--- src/rtl/pxb_pkg.sv ---
package pxb_pkg;
    typedef enum logic [1:0] {
        RSP_IDLE       = 2'd0,
        RSP_FROM_SLAVE = 2'd1,
        RSP_ZERO       = 2'd2
    } rsp_state_e;
endpackage

--- src/rtl/pxb_decode.sv ---
module pxb_decode #(
    parameter int              NS   = 5,
    parameter int              AW   = 32,
    parameter logic [NS*AW-1:0] BASE = '0,
    parameter logic [NS*AW-1:0] MASK = '0,
    localparam int             SIW  = (NS > 1) ? $clog2(NS) : 1
)(
    input  logic [AW-1:0]  addr,
    output logic           hit,
    output logic [SIW-1:0] idx
);
    // Lowest-numbered matching window wins if windows overlap.
    always_comb begin
        hit = 1'b0;
        idx = '0;
        for (int s = NS - 1; s >= 0; s--) begin
            if ((addr & ~MASK[s*AW +: AW]) == BASE[s*AW +: AW]) begin
                hit = 1'b1;
                idx = SIW'(s);
            end
        end
    end
endmodule

--- src/rtl/pxb_arbiter.sv ---
module pxb_arbiter #(
    parameter int NM = 3
)(
    input  logic [NM-1:0] req,
    output logic [NM-1:0] win
);
    // Fixed priority: index 0 highest.
    always_comb begin
        win = '0;
        for (int m = NM - 1; m >= 0; m--) begin
            if (req[m]) begin
                win    = '0;
                win[m] = 1'b1;
            end
        end
    end
endmodule

--- src/rtl/pxb_rsp_track.sv ---
module pxb_rsp_track
    import pxb_pkg::*;
#(
    parameter int NS  = 5,
    parameter int DW  = 32,
    localparam int SIW = (NS > 1) ? $clog2(NS) : 1
)(
    input  logic                 clk,
    input  logic                 rst_n,
    input  logic                 take_rd,
    input  logic                 hit,
    input  logic [SIW-1:0]       idx,
    input  logic [NS-1:0][DW-1:0] s_rdata,
    output logic                 rvalid,
    output logic [DW-1:0]        rdata
);
    rsp_state_e     state, state_nx;
    logic [SIW-1:0] src, src_nx;

    always_comb begin
        state_nx = RSP_IDLE;
        src_nx   = src;
        if (take_rd) begin
            state_nx = hit ? RSP_FROM_SLAVE : RSP_ZERO;
            src_nx   = idx;
        end
    end

    always_ff @(posedge clk) begin
        if (!rst_n) begin
            state <= RSP_IDLE;
            src   <= '0;
        end else begin
            state <= state_nx;
            src   <= src_nx;
        end
    end

    always_comb begin
        rvalid = 1'b0;
        rdata  = '0;
        unique case (state)
            RSP_IDLE: ;
            RSP_FROM_SLAVE: begin
                rvalid = 1'b1;
                rdata  = s_rdata[src];
            end
            RSP_ZERO: rvalid = 1'b1;
            default: ;
        endcase
    end
endmodule

--- src/rtl/prio_xbar.sv ---
module prio_xbar #(
    parameter int               NM   = 3,
    parameter int               NS   = 5,
    parameter int               AW   = 32,
    parameter int               DW   = 32,
    parameter logic [NS*AW-1:0] BASE = {32'h0003_0000, 32'h0002_0000, 32'h0001_0000,
                                        32'h0000_8000, 32'h0000_0000},
    parameter logic [NS*AW-1:0] MASK = {32'h0000_0003, 32'h0000_0fff, 32'h0000_0fff,
                                        32'h0000_0fff, 32'h0000_0fff},
    localparam int              BW   = DW / 8,
    localparam int              SIW  = (NS > 1) ? $clog2(NS) : 1
)(
    input  logic                   clk,
    input  logic                   rst_n,
    input  logic [NM-1:0]          m_rd,
    input  logic [NM-1:0]          m_wr,
    input  logic [NM-1:0][AW-1:0]  m_addr,
    input  logic [NM-1:0][DW-1:0]  m_wdata,
    input  logic [NM-1:0][BW-1:0]  m_be,
    output logic [NM-1:0]          m_gnt,
    output logic [NM-1:0]          m_rvalid,
    output logic [NM-1:0][DW-1:0]  m_rdata,
    output logic [NS-1:0]          s_rd,
    output logic [NS-1:0]          s_wr,
    output logic [NS-1:0][AW-1:0]  s_addr,
    output logic [NS-1:0][DW-1:0]  s_wdata,
    output logic [NS-1:0][BW-1:0]  s_be,
    input  logic [NS-1:0][DW-1:0]  s_rdata
);
    logic [NM-1:0]          hit;
    logic [NM-1:0][SIW-1:0] idx;
    logic [NM-1:0]          active;
    logic [NS-1:0][NM-1:0]  req_to;
    logic [NS-1:0][NM-1:0]  win;

    for (genvar m = 0; m < NM; m++) begin : g_mst
        assign active[m] = m_rd[m] | m_wr[m];

        pxb_decode #(.NS(NS), .AW(AW), .BASE(BASE), .MASK(MASK)) u_dec (
            .addr (m_addr[m]),
            .hit  (hit[m]),
            .idx  (idx[m])
        );

        for (genvar s = 0; s < NS; s++) begin : g_req
            assign req_to[s][m] = active[m] & hit[m] & (idx[m] == SIW'(s));
        end

        assign m_gnt[m] = active[m] & (~hit[m] | win[idx[m]][m]);

        pxb_rsp_track #(.NS(NS), .DW(DW)) u_trk (
            .clk     (clk),
            .rst_n   (rst_n),
            .take_rd (m_gnt[m] & m_rd[m]),
            .hit     (hit[m]),
            .idx     (idx[m]),
            .s_rdata (s_rdata),
            .rvalid  (m_rvalid[m]),
            .rdata   (m_rdata[m])
        );
    end

    for (genvar s = 0; s < NS; s++) begin : g_slv
        pxb_arbiter #(.NM(NM)) u_arb (
            .req (req_to[s]),
            .win (win[s])
        );

        always_comb begin
            s_rd[s]    = 1'b0;
            s_wr[s]    = 1'b0;
            s_addr[s]  = '0;
            s_wdata[s] = '0;
            s_be[s]    = '0;
            for (int m = 0; m < NM; m++) begin
                if (win[s][m]) begin
                    s_rd[s]    = m_rd[m];
                    s_wr[s]    = m_wr[m];
                    s_addr[s]  = m_addr[m];
                    s_wdata[s] = m_wdata[m];
                    s_be[s]    = m_be[m];
                end
            end
        end
    end
endmodule

--- config.mk ---
export PLATFORM = sky130hd
export DESIGN_NAME = prio_xbar
export DESIGN_NICKNAME = d
export VERILOG_FILES = /design/src/rtl/pxb_pkg.sv /design/src/rtl/pxb_decode.sv /design/src/rtl/pxb_arbiter.sv /design/src/rtl/pxb_rsp_track.sv /design/src/rtl/prio_xbar.sv
export SDC_FILE = /design/constraint.sdc
export NUM_CORES = 1
export LEC_CHECK = 0
export BUFFER_PORTS_ARGS = -buffer_cell sky130_fd_sc_hd__buf_2
export CELL_PAD_IN_SITES_DETAIL_PLACEMENT = 1
export CELL_PAD_IN_SITES_GLOBAL_PLACEMENT = 2
export CORE_AREA = 2 2 316 318
export CTS_CLUSTER_SIZE = 20
export DETAILED_ROUTE_END_ITERATION = 16
export DIE_AREA = 0 0 318 320
export PLACE_DENSITY = 0.67
export SYNTH_ARGS = -nofsm -noshare
export SYNTH_HDL_FRONTEND = slang
export SYNTH_HIERARCHICAL = 1
export SYNTH_SLANG_ARGS = --single-unit
--- constraint.sdc ---
create_clock -name clk -period 3.05 [get_ports clk]
set_input_delay 0.1525 -clock clk [delete_from_list [all_inputs] [get_ports clk]]
set_output_delay 0.1525 -clock clk [all_outputs]
set_load 0.01 [all_outputs]
After elaboration in Yosys (flattened, before gate mapping). Index checks and enable logic that the tools add are counted.

Bits in registers: 15. Bits in latches: 0. Bits in writable memories: 0. ROM bits: 0. Input bits: 372. Output and inout port bits: 452. Memories kept: 0.

$add $sub $neg: 0. $mul: 0. Divide/modulo/power cells: 0. $lt $le $gt $ge: 6. Equal/unequal tests: 30. Shifts and indexed selects: 0. Multiplexer cells: 141. Bitwise logic cells: 33. Reductions and logical operators: 12.

Operators by type and width (count): $mux W32 (36); $bmux W32 S3 (3); $logic_not A32 Y1 (3); $mux W3 (31); $eq A30 B16 Y1 const B (3); $eq A20 B4 Y1 const B (3); $eq A20 B5 Y1 const B (3); $eq A20 B6 Y1 const B (3); $mux W4 (15); $mux W1 (49); $bmux W3 S3 (3); $and A1 B1 Y1 (24); $lt A3 B4 Y1 const B (6); $eq A3 B2 Y1 const B (6); $eq A3 B1 Y1 const B (3); $eq A3 B3 Y1 const B (3); $logic_not A3 Y1 (3); $mux W2 (4); $eq A2 B1 Y1 const B (3); $eq A2 B2 Y1 const B (3); $or A1 B1 Y1 (6); $reduce_and A2 Y1 (3); $reduce_or A2 Y1 (3); $not A1 Y1 (3).

Longest topological paths before layout.
Depth in word-level cells: 17. Mapped depth: 13. Gate-level depth less buffers: 12.

Cells and area by module. Netlist, hierarchy kept.

Modules (own cells, without submodules): prio_xbar (times used 1, cells each 1548, area each 8475.6 µm², sequential area each 0.0 µm²); pxb_rsp_track (times used 3, cells each 165, area each 1559.0 µm², sequential area each 100.1 µm²); pxb_decode (times used 3, cells each 21, area each 140.1 µm², sequential area each 0.0 µm²); pxb_arbiter (times used 5, cells each 3, area each 26.3 µm², sequential area each 0.0 µm²).

Worst setup path after synthesis. OpenSTA, ideal clock, no wires.

Path type: input to register. Start point: input m_addr[54] (netlist bit). End point: register g_mst[2].u_trk.src[0]. Library setup time: 0.067 ns. Arrival time: 3.047 ns. Required time: 2.983 ns. Path slack: -0.064 ns. Cell stages on the path: 11. Buffers on the path: 0. Path through: nor4_1 -> nand3_1 -> nor4_1 -> nand2_1 -> nor4b_1 -> nor3b_2 -> mux4_2 -> a211oi_2 -> nor2b_1 -> mux2i_1 -> nor2b_1.

RTL lines: from (decl) (RTL line prio_xbar.sv:17) `input logic [NM-1:0][AW-1:0] m_addr,`; to (signal assigned) (RTL line pxb_rsp_track.sv:35) `src <= src_nx;`; to (decl) (RTL line pxb_rsp_track.sv:18) `logic [SIW-1:0] src, src_nx;`.

==> out/metrics.cfg <==
[outcome]
status = finished with violations
violations = setup timing

[clock_tree]
cts-htree-levels = 1
cts_tree = done
clk-insertion-delay-late_ps = 250
hold_buffers = 0
cts.clk_slew.worst_paths_ps = 50
clk_path_buf_depth = 2
clock_sinks = 15
clockRootBuffer = clkbuf_16
cts_buffers = 3

[power_and_ir_drop]
sw_frac_of_total_pct = 46.7
ir_worst_vdd_mv = 0.123
p_sw_uw = 685
pwr-share-clk_pct = 17.3
internal-power_uw = 783
p_seq_share_pct = 13.4
powerDensity_nw_per_um2 = 52.2
combPwrFrac_pct = 69.3
power_mw = 1.47
leakagePower_nw = 12.7

[place]
io_buffer_count = 823
dp_hpwl_mm = 89.4
place_area_um2 = 21400
dp_slack_ps = -860
gp_congestion = 0.893

[die]
core_um2 = 98000
die-width_um = 318
die_area_um2 = 102000
dieHeight_um = 320
rows = 115
io_pins = 824
initial_core_util_pct = 14.0

[grt]
grt_max_degree = 66
track_usage_pct = 24.0
grt_pass1_wl_mm = 178
antenna_found_initial = 60
overflow = 0
grt_pass1_vias = 22300

[timing]
worst_pin_slew_ps = 661
hold_violations = 0
skew_ps = 0
rsz0062_at_grt = yes
setup_viol = 361
period_minus_slack_ps = 3440
fin_setup_tns_ps = -73660
max_freq_ghz = 0.291
slew_violations = 0
fin_crit_sh_pct = 113
setup_ws_ps = -392
timing.slew.headroom_pct = 55.9

[detailed_routing]
vias_per_cell = 5.15
totalWireLength_mm = 138
routedWlPerCell_um = 30.3
initialDrtViolationCount = 1838
vias = 23500
drc_errors = 0
dr.pass1.iters = 5
ant_nets = 0

[yosys]
ys_seq_elements = 15
synthTopCellsByArea = and3b_1, o21ai_0, nand2_1
synthesis.area_um2 = 13700
yosysTopAreaCell = and3b_1
synth_cell_types = 43
synth_nets = 2496
synth_top_area_share_pct = 16.7
syn_area_per_cell_um2 = 6.46
ys_seq_area_share_pct = 2.19
synth_flop_cell = dfxtp_1
syn-instance-count = 2121
synth_edf_count = 0
async_reset_ff_share_pct = 0
yosys_warnings = 6

[worst_setup_path]
arrival_ps = 3290
startpoint_type = input pin
crit_path_end_kind = output port
cp_cell_sequence = buf_8 > nor4b_4 > buf_4 > a31oi_4 > nor4b_4 > buf_4 > o21ai_4 > nor4bb_4 > nor3b_4 > buf_6 > buf_12 > buf_12 > buf_16 > nand2_2 > o21ai_1 > buf_2
worst-r2r-cell-count = 2
slowest_delay_ps = 370
path_class = input pin to output port
crit_fanout = 6
critPathSlowestCell = nor4bb_4
worst-endpoint-required_ps = 2900

[min_path]
hold_depth = 3
hp-class = input pin to flip-flop

[flow_run]
drv_cap = 0

[finish]
final_area_um2 = 28100
synthToLayoutAreaGrowth_pct = 105
fin_nets = 3638
drive_above_1_share_pct = 59.0

==> cells in the mapped netlist, types with 22 or more instances <==
library cell / count
o21ai_0: 325
clkbuf_1: 144
mux2i_1: 106
a22oi_1: 139
nor4_1: 23
buf_2: 42
and3b_1: 262
a22oi_2: 42
mux2_2: 52
mux2_4: 45
a21oi_1: 263
o21ai_1: 124
nand2_1: 360
nor2b_1: 24
buf_6: 22
==> final timing paths <==
path,from,end,slack [ps]
setup / recovery,m_addr[68],s_addr[103],-390
hold reg to reg,g_mst[0].u_trk/src[0],g_mst[0].u_trk/src[0],590
hold / removal,rst_n,g_mst[0].u_trk/state[1],260
setup reg to reg,g_mst[1].u_trk/src[0],g_mst[1].u_trk/src[0],1960
==> power by group through the flow <==
stage	clock [mW]	combinational, mW	sequential [mW]
after floorplan	0	0.174	0.203
after global placement	0	0.880	0.200
after detailed placement	0	0.886	0.200
after CTS	0.262	0.948	0.196
after global routing	0.277	1.06	0.196
final	0.253	1.02	0.196
==> through the flow <==
| stage | util, % | hold slack (ps) | instances |
|---|---|---|---|
| CTS | 25.8 | 246 | 4452 |
| floorplan | - | 275 | 2121 |
| detailed placement | 21.8 | 510 | 4307 |
| global placement | 21.8 | 500 | 4307 |
| finish | 28.7 | 256 | 4566 |
| global route | 28.6 | 267 | 4560 |
==> kinds of logic after synthesis <==
family | after synthesis | synth area share, %
simple gates | 737 | 32.4
compound gates | 905 | 38.2
mux | 205 | 17.3
flops | 15 | 2.19
xor+xnor | 6 | 0.383
fa+ha+maj | 3 | 0.274
buf+inv | 250 | 9.23
==> state kept, by name, summed over array words and instances, names as in the netlist <==
| signal | flops |
|---|---|
| g_mst.u_trk/src | 9 |
| g_mst.u_trk/state | 6 |
==> routing by layer <==
| metal | global-route usage (%) | wire length, um | up-vias |
|---|---|---|---|
| met1 | 30.6 | 57200 | 11600 |
| met4 | 7.67 | 6470 | 22 |
| li1 | - | - | 10200 |
| met3 | 4.98 | 10600 | 371 |
| met2 | 40.3 | 63900 | 1306 |
| met5 | 0 | 149 | - |
==> cell usage in the layout, fill, tap and decap left out, types with 34 or more instances in the layout <==
master   synthesis  layout
a21oi_1        263     139
a21oi_2          0     123
a22oi_1        139      81
a22oi_2         42     100
and3b_1        262     262
buf_12           0      86
buf_16           0      47
buf_2           42     763
buf_4           19     313
buf_6           22     101
buf_8            3      34
mux2_2          52      52
mux2_4          45      45
mux2i_1        106     106
nand2_1        360     296
o21ai_0        325      78
o21ai_1        124     297
o21ai_2          0      62
==> final cells by class <==
type / count / area (um2)
flip-flops and latches: 15 / 312
repair buffers: 1376 / 11600
well taps: 1287 / 1610
fillers: 11800 / 69900
inverters: 11 / 41.3
multi-input cells: 1856 / 14400
clock inverters: 1 / 5.00
clock buffers: 3 / 75.1
diodes: 17 / 42.5
==> worst max-delay path: cells and delay by family <==
kind                   cells  cell delay, ps
and+or+nand+nor            5            1490
buffers and inverters      8            1300
AOI/OAI and AO/OA          3             300
==> repair_timing <==
| action | CTS | global route |
|---|---|---|
| buffers inserted | 93 | 89 |
| pin swaps | 61 | 90 |
| cloned | 49 | 23 |
| gates resized for setup | 483 | 538 |
| endpoints found under the setup margin | 368 | 367 |
No activity file was read; power rests on OpenSTA's default activity.
